[config.mk]
export PLATFORM = sky130hd
export DESIGN_NAME = fold_cluster
export DESIGN_NICKNAME = d
export VERILOG_FILES = /design/src/rtl/fold_pkg.sv /design/src/rtl/fold_ctrl.sv /design/src/rtl/fold_datapath.sv /design/src/rtl/fold_cluster.sv
export SDC_FILE = /design/constraint.sdc
export NUM_CORES = 2
export LEC_CHECK = 0
export BUFFER_PORTS_ARGS = -buffer_cell sky130_fd_sc_hd__buf_2
export CAP_MARGIN = 5
export CORE_MARGIN = 1
export CORE_UTILIZATION = 31
export DETAILED_ROUTE_END_ITERATION = 12
export GPL_ROUTABILITY_DRIVEN = 1
export PLACE_DENSITY_LB_ADDON = 0.1
export SYNTH_ARGS = -nofsm -noshare
export SYNTH_HDL_FRONTEND = slang
export SYNTH_SLANG_ARGS = --single-unit
[constraint.sdc]
create_clock -name clk -period 3.28 [get_ports clk]
set_input_delay 0.164 -clock clk [delete_from_list [all_inputs] [get_ports clk]]
set_output_delay 0.164 -clock clk [all_outputs]
set_load 0.01 [all_outputs]
[src/rtl/fold_pkg.sv]
package fold_pkg;
  localparam int NUM_LE  = 4;
  localparam int NUM_CTX = 16;
  localparam int LUT_K   = 4;
  localparam int TT_W    = 1 << LUT_K;
  localparam int SRC_W   = 2 * LUT_K;
  localparam int CTX_W   = $clog2(NUM_CTX);
  localparam int LE_W    = $clog2(NUM_LE);
  localparam int DWELL_W = 2;

  typedef enum logic [1:0] {SRC_EXT = 2'd0, SRC_OWN = 2'd1, SRC_LEFT = 2'd2, SRC_RIGHT = 2'd3} srcSel_t;
  typedef enum logic [1:0] {FOLD_1 = 2'd0, FOLD_2 = 2'd1, FOLD_4 = 2'd2, FOLD_NONE = 2'd3} foldLevel_t;

  typedef struct packed {
    logic [TT_W-1:0]  truth;
    logic             regOut;
    logic [SRC_W-1:0] src;
  } ctxEntry_t;

  typedef struct packed {
    logic [CTX_W-1:0] ctx;
    logic             capture;
    logic             clear;
    logic             write;
  } ctrlStrobe_t;
endpackage

[src/rtl/fold_ctrl.sv]
module fold_ctrl
  import fold_pkg::*;
(
  input  logic             clk,
  input  logic             rst,
  input  logic             start,
  input  logic [1:0]       foldLevel,
  input  logic [CTX_W-1:0] ctxLast,
  input  logic             cfgWe,
  output ctrlStrobe_t      strobe,
  output logic             done,
  output logic             cfgErr
);
  logic               running;
  logic [CTX_W-1:0]   ctxCur;
  logic [CTX_W-1:0]   lastReg;
  logic [DWELL_W-1:0] dwell;
  foldLevel_t         levelReg;
  logic               noFold;
  logic               dwellEnd;

  assign noFold   = (levelReg == FOLD_NONE);
  assign dwellEnd = noFold || (dwell == DWELL_W'((1 << levelReg) - 1));

  always_ff @(posedge clk) begin
    if (rst) begin
      running  <= 1'b0;
      ctxCur   <= '0;
      lastReg  <= '0;
      dwell    <= '0;
      levelReg <= FOLD_1;
      done     <= 1'b0;
      cfgErr   <= 1'b0;
    end else begin
      done   <= 1'b0;
      cfgErr <= cfgWe && running;
      if (!running) begin
        if (start) begin
          running  <= 1'b1;
          ctxCur   <= '0;
          dwell    <= '0;
          lastReg  <= ctxLast;
          levelReg <= foldLevel_t'(foldLevel);
        end
      end else if (!noFold) begin
        if (dwellEnd) begin
          dwell <= '0;
          if (ctxCur == lastReg) begin
            ctxCur  <= '0;
            running <= 1'b0;
            done    <= 1'b1;
          end else begin
            ctxCur <= ctxCur + 1'b1;
          end
        end else begin
          dwell <= dwell + 1'b1;
        end
      end
    end
  end

  always_comb begin
    strobe.ctx     = ctxCur;
    strobe.capture = running && dwellEnd;
    strobe.clear   = rst;
    strobe.write   = cfgWe && !running;
  end

  assert_done_single_R6: assert property (@(posedge clk) disable iff (rst) done |=> !done);
  assert_err_needs_write_R9: assert property (@(posedge clk) disable iff (rst) cfgErr |-> $past(cfgWe));
  assert_nofold_ctx_zero_R5: assert property (@(posedge clk) disable iff (rst)
    (running && noFold) |=> (ctxCur == '0));
  assert_ctx_in_range_R3: assert property (@(posedge clk) disable iff (rst) running |-> (ctxCur <= lastReg));
endmodule

[src/rtl/fold_datapath.sv]
module fold_datapath
  import fold_pkg::*;
(
  input  logic                    clk,
  input  logic                    rst,
  input  ctrlStrobe_t             strobe,
  input  logic [LE_W-1:0]         cfgLe,
  input  logic [CTX_W-1:0]        cfgCtx,
  input  ctxEntry_t               cfgEntry,
  input  logic [NUM_LE*LUT_K-1:0] dataIn,
  output logic [NUM_LE-1:0]       leOut
);
  ctxEntry_t         ctxMem [NUM_LE][NUM_CTX];
  logic [NUM_LE-1:0] ffQ;
  logic [NUM_LE-1:0] lutVal;

  always_ff @(posedge clk) begin
    if (strobe.write) ctxMem[cfgLe][cfgCtx] <= cfgEntry;
  end

  for (genvar e = 0; e < NUM_LE; e++) begin : g_le
    localparam int LEFT  = (e + NUM_LE - 1) % NUM_LE;
    localparam int RIGHT = (e + 1) % NUM_LE;
    ctxEntry_t        active;
    logic [LUT_K-1:0] lutIdx;

    assign active = ctxMem[e][strobe.ctx];

    for (genvar i = 0; i < LUT_K; i++) begin : g_in
      always_comb begin
        case (srcSel_t'(active.src[2*i +: 2]))
          SRC_EXT:   lutIdx[i] = dataIn[e*LUT_K + i];
          SRC_OWN:   lutIdx[i] = ffQ[e];
          SRC_LEFT:  lutIdx[i] = ffQ[LEFT];
          default:   lutIdx[i] = ffQ[RIGHT];
        endcase
      end
    end

    assign lutVal[e] = active.truth[lutIdx];
    assign leOut[e]  = active.regOut ? ffQ[e] : lutVal[e];
  end

  always_ff @(posedge clk) begin
    if (strobe.clear)        ffQ <= '0;
    else if (strobe.capture) ffQ <= lutVal;
  end

  assert_ff_hold_R4: assert property (@(posedge clk) disable iff (rst)
    (!strobe.capture && !strobe.clear) |=> $stable(ffQ));
  assert_ff_cleared_R10: assert property (@(posedge clk) strobe.clear |=> (ffQ == '0));
  assert_write_idle_only_R9: assert property (@(posedge clk) disable iff (rst)
    strobe.write |-> !strobe.capture);
endmodule

[src/rtl/fold_cluster.sv]
module fold_cluster
  import fold_pkg::*;
(
  input  logic                    clk,
  input  logic                    rst,
  input  logic                    start,
  input  logic [1:0]              foldLevel,
  input  logic [CTX_W-1:0]        ctxLast,
  input  logic                    cfgWe,
  input  logic [CTX_W-1:0]        cfgCtx,
  input  logic [LE_W-1:0]         cfgLe,
  input  logic [TT_W-1:0]         cfgTruth,
  input  logic                    cfgRegOut,
  input  logic [SRC_W-1:0]        cfgSrc,
  input  logic [NUM_LE*LUT_K-1:0] dataIn,
  output logic [NUM_LE-1:0]       leOut,
  output logic                    done,
  output logic                    cfgErr
);
  ctrlStrobe_t strobe;
  ctxEntry_t   cfgEntry;

  assign cfgEntry = '{truth: cfgTruth, regOut: cfgRegOut, src: cfgSrc};

  fold_ctrl u_ctrl (
    .clk(clk), .rst(rst), .start(start), .foldLevel(foldLevel), .ctxLast(ctxLast),
    .cfgWe(cfgWe), .strobe(strobe), .done(done), .cfgErr(cfgErr)
  );

  fold_datapath u_dp (
    .clk(clk), .rst(rst), .strobe(strobe), .cfgLe(cfgLe), .cfgCtx(cfgCtx),
    .cfgEntry(cfgEntry), .dataIn(dataIn), .leOut(leOut)
  );
endmodule

==> metrics.cfg <==
[run_status]
status = finished, violations left
violations = setup timing

[layout]
fillers = 18200
num-nets-final = 3432
final_util = 0.381
drive_gt1_frac = 0.339
syn2layout_area_growth_pct = 22.1
final_cells = 6205

[setup_path]
crit_required_ps = 3120
crit_type = reg2out
cp-end-kind = output port
rrSetupSlack_ps = -220
setup.worst_path.start_class = flip-flop
slowest_delay_ps = 410
cp_cell_sequence = buf_12 > buf_16 > buf_4 > buf_16 > mux2i_1 > a221oi_1 > o21ai_0 > nand2_2 > mux4_2 > and2_4 > nand3_2 > nand4_1 > mux2_4 > o21ai_2 > buf_6 > buf_6
crit_fanout = 18
cp_slowest_cell = a221oi_1
cp.arrival_ps = 4190

[floorplanning]
fp-row-count = 165
core_um2 = 202000
die_height_um = 453
io_pins = 63
initial_core_util = 0.312
die_w_um = 453
die_area_um2 = 206000

[yosys]
synth_top_area_share = 0.761
synth_flop_cell = edfxtp_1
synth_edf_count = 1600
yosysSeqAreaShare = 0.767
synth_most_common_cell = edfxtp_1
synth_area_per_cell_um2 = 21.7
yosys_warnings = 0
netlist_top_cells_area = edfxtp_1 (76%), mux4_2 (13%), mux2i_1 (3.6%), a221oi_1 (0.87%), buf_6 (0.61%)
yosys.area.top_type = edfxtp_1
syn_nets = 2974
synthArstFlopShare = 0
yosys_register_bits = 1619
netlist_area_um2 = 63200
synthCells = 2916
synthTopCellsByCount = edfxtp_1 (1600), mux4_2 (356), mux2i_1 (227)
ys_types = 54

[power_and_ir_drop]
seqPwrFrac = 0.514
power_frac_comb = 0.051
switching_share = 0.212
p_sw_uw = 9430
p_leak_uw = 0.0236
power.density_nw_per_um2 = 577
peakVddDrop_uv = 560
intPower_uw = 35100
clock_power_share = 0.435

[route]
wire_per_inst_um = 30.3
viasPerCell = 5.08
num_vias = 31500
first_pass_iters = 7
ant_nets = 0
first_iter_violations = 2531
drc_errors = 0
routed_wl_um = 188000

[timing]
final.period_utilization = 1.33
worst_pin_slew_ps = 1170
slew_viol_final = 0
period_needed_ps = 4350
fmax_mhz = 230
finalClockSkew_ps = 22.3
rsz0062_at_grt = yes
whs_ps = 14.3
hold_viol = 0
setup_viol = 7
timing.final.ws_setup_ps = -1070
relSlewSlack = 0.222
setup_tns_ps = -4530

[placed_design]
io_buffers = 62
dpl.hpwl_um = 105000
dp_cells = 5778
place_ws_ps = -732
gp_congestion = 0.767

[cts]
clock-sinks = 1619
numCtsBuffers = 179
htree_levels = 4
cts_root_buf = clkbuf_16
cts_tree = yes
cts.path.max_buffers = 3
clk-insertion-delay-late_ps = 810
path_clk_slew_ps = 60

[global_routing]
grt_pass1_vias = 33300
grt_util_all_layers = 0.184
antenna_found_initial = 16
grt-ovfl-total = 0
grt_pass1_wl_um = 262000
grt_max_degree = 65

[run]
maxCapViolCount = 0

[hold_path]
hp-class = in2reg

## power by group through the flow
stage                     logic (uW)  clock network [uW]  registers, uW
after floorplan                  948                   0          23300
after global placement          1900                   0          23300
after detailed placement        1940                   0          23300
after CTS                       2260               19900          22900
after global routing            2410               20600          22900
final                           2260               19400          22900
## timing repair
| item | in CTS | in global routing |
|---|---|---|
| setup buffers | 30 | 14 |
| gates cloned | 13 | 2 |
| endpoints found under the hold margin | 294 | 0 |
| setup endpoints to repair | 8 | 8 |
| gates resized for setup | 137 | 53 |
| hold buffers | 33 | 0 |
| pin swaps | 49 | 31 |
## worst max-delay path: cells and delay by family (launching register included)
kind | cells | cell delay (ps)
buf+inv | 6 | 840
flops | 1 | 370
compound gates | 3 | 710
mux | 3 | 840
simple gates | 4 | 560
## area by class of cell
cell class	count	area, um2	area share
Sequential cell	1619	48400	0.628
Multi-Input combinational cell	1134	14700	0.191
Timing Repair Buffer	435	4950	0.0642
Clock inverter	107	928	0.0120
Antenna cell	11	27.5	0.000357
Clock buffer	222	4700	0.0610
Tap cell	2672	3340	0.0433
Inverter	5	25.0	0.000324
## state kept, by name, summed over array words and instances (netlist names)
signal / cells
u_ctrl.ctxCur: 4
u_ctrl.lastReg: 4
u_dp.ctxMem: 1600
u_ctrl.levelReg: 2
u_ctrl.cfgErr: 1
u_dp.ffQ: 4
u_ctrl.running: 1
u_ctrl.done: 1
u_ctrl.dwell: 2
## cells in the final DEF (no fill, tap or decap), types with 13 or more instances in the layout
cell type      synthesis  final
a21oi_1               28     28
a221oi_1              63     33
a221oi_2               4     34
a22oi_1               31     25
buf_12                 4     99
buf_2                 37     58
buf_4                 21    207
buf_6                 34     14
bufinv_16              0     14
clkbuf_1              49     40
clkbuf_16              0    185
clkinv_1               0     40
clkinv_2               0     32
dfxtp_1               19     15
dlygate4sd3_1          0     33
edfxtp_1            1600   1600
inv_6                  0     13
mux2i_1              227    218
mux4_2               356    356
nand2_1               69     64
nand3_1               36     30
nor2_1                92     25
nor2_4                 1     66
o21ai_0               60     49
o221ai_1              33     33
o22ai_1               17     17
## layer usage
metal / share of wire / up-vias / track usage
met2: 0.51 / 750 / 0.320
li1: - / 13400 / -
met1: 0.43 / 17200 / 0.243
met4: 0.019 / 0 / 0.0441
met5: 0 / - / 0
met3: 0.036 / 229 / 0.0230
## logic make-up after synthesis
group,after synthesis,share of synthesized area
DFF,1619,0.767
muxes,597,0.166
AOI/OAI and AO/OA,270,0.0305
and+or+nand+nor,261,0.0189
buffers and inverters,163,0.0175
xor gates and xnor gates,5,0.000693
adders and majority gates,1,0.000198
## metrics by stage
| stage | power (uW) | instance area, um2 |
|---|---|---|
| after floorplan | 24200 | 63200 |
| after detailed placement | 25200 | 69600 |
| after global placement | 25200 | 69600 |
| after CTS | 45000 | 76800 |
| after global routing | 45900 | 77100 |
| final | 44500 | 77100 |
## final timing paths
check,cells after the start,from,end
setup reg to reg,15,u_ctrl.ctxCur[0]$_SDFFE_PP0P_,u_dp.ffQ[0]$_SDFFE_PP0P_
hold reg to reg,2,u_ctrl.dwell[1]$_SDFFE_PP0P_,u_ctrl.dwell[1]$_SDFFE_PP0P_
setup / recovery,16,u_ctrl.ctxCur[0]$_SDFFE_PP0P_,leOut[3]
hold / removal,1,cfgTruth[11],u_dp.ctxMem[3][320]$_DFFE_PP_
Note: power is estimated with default switching activity, not from simulation.
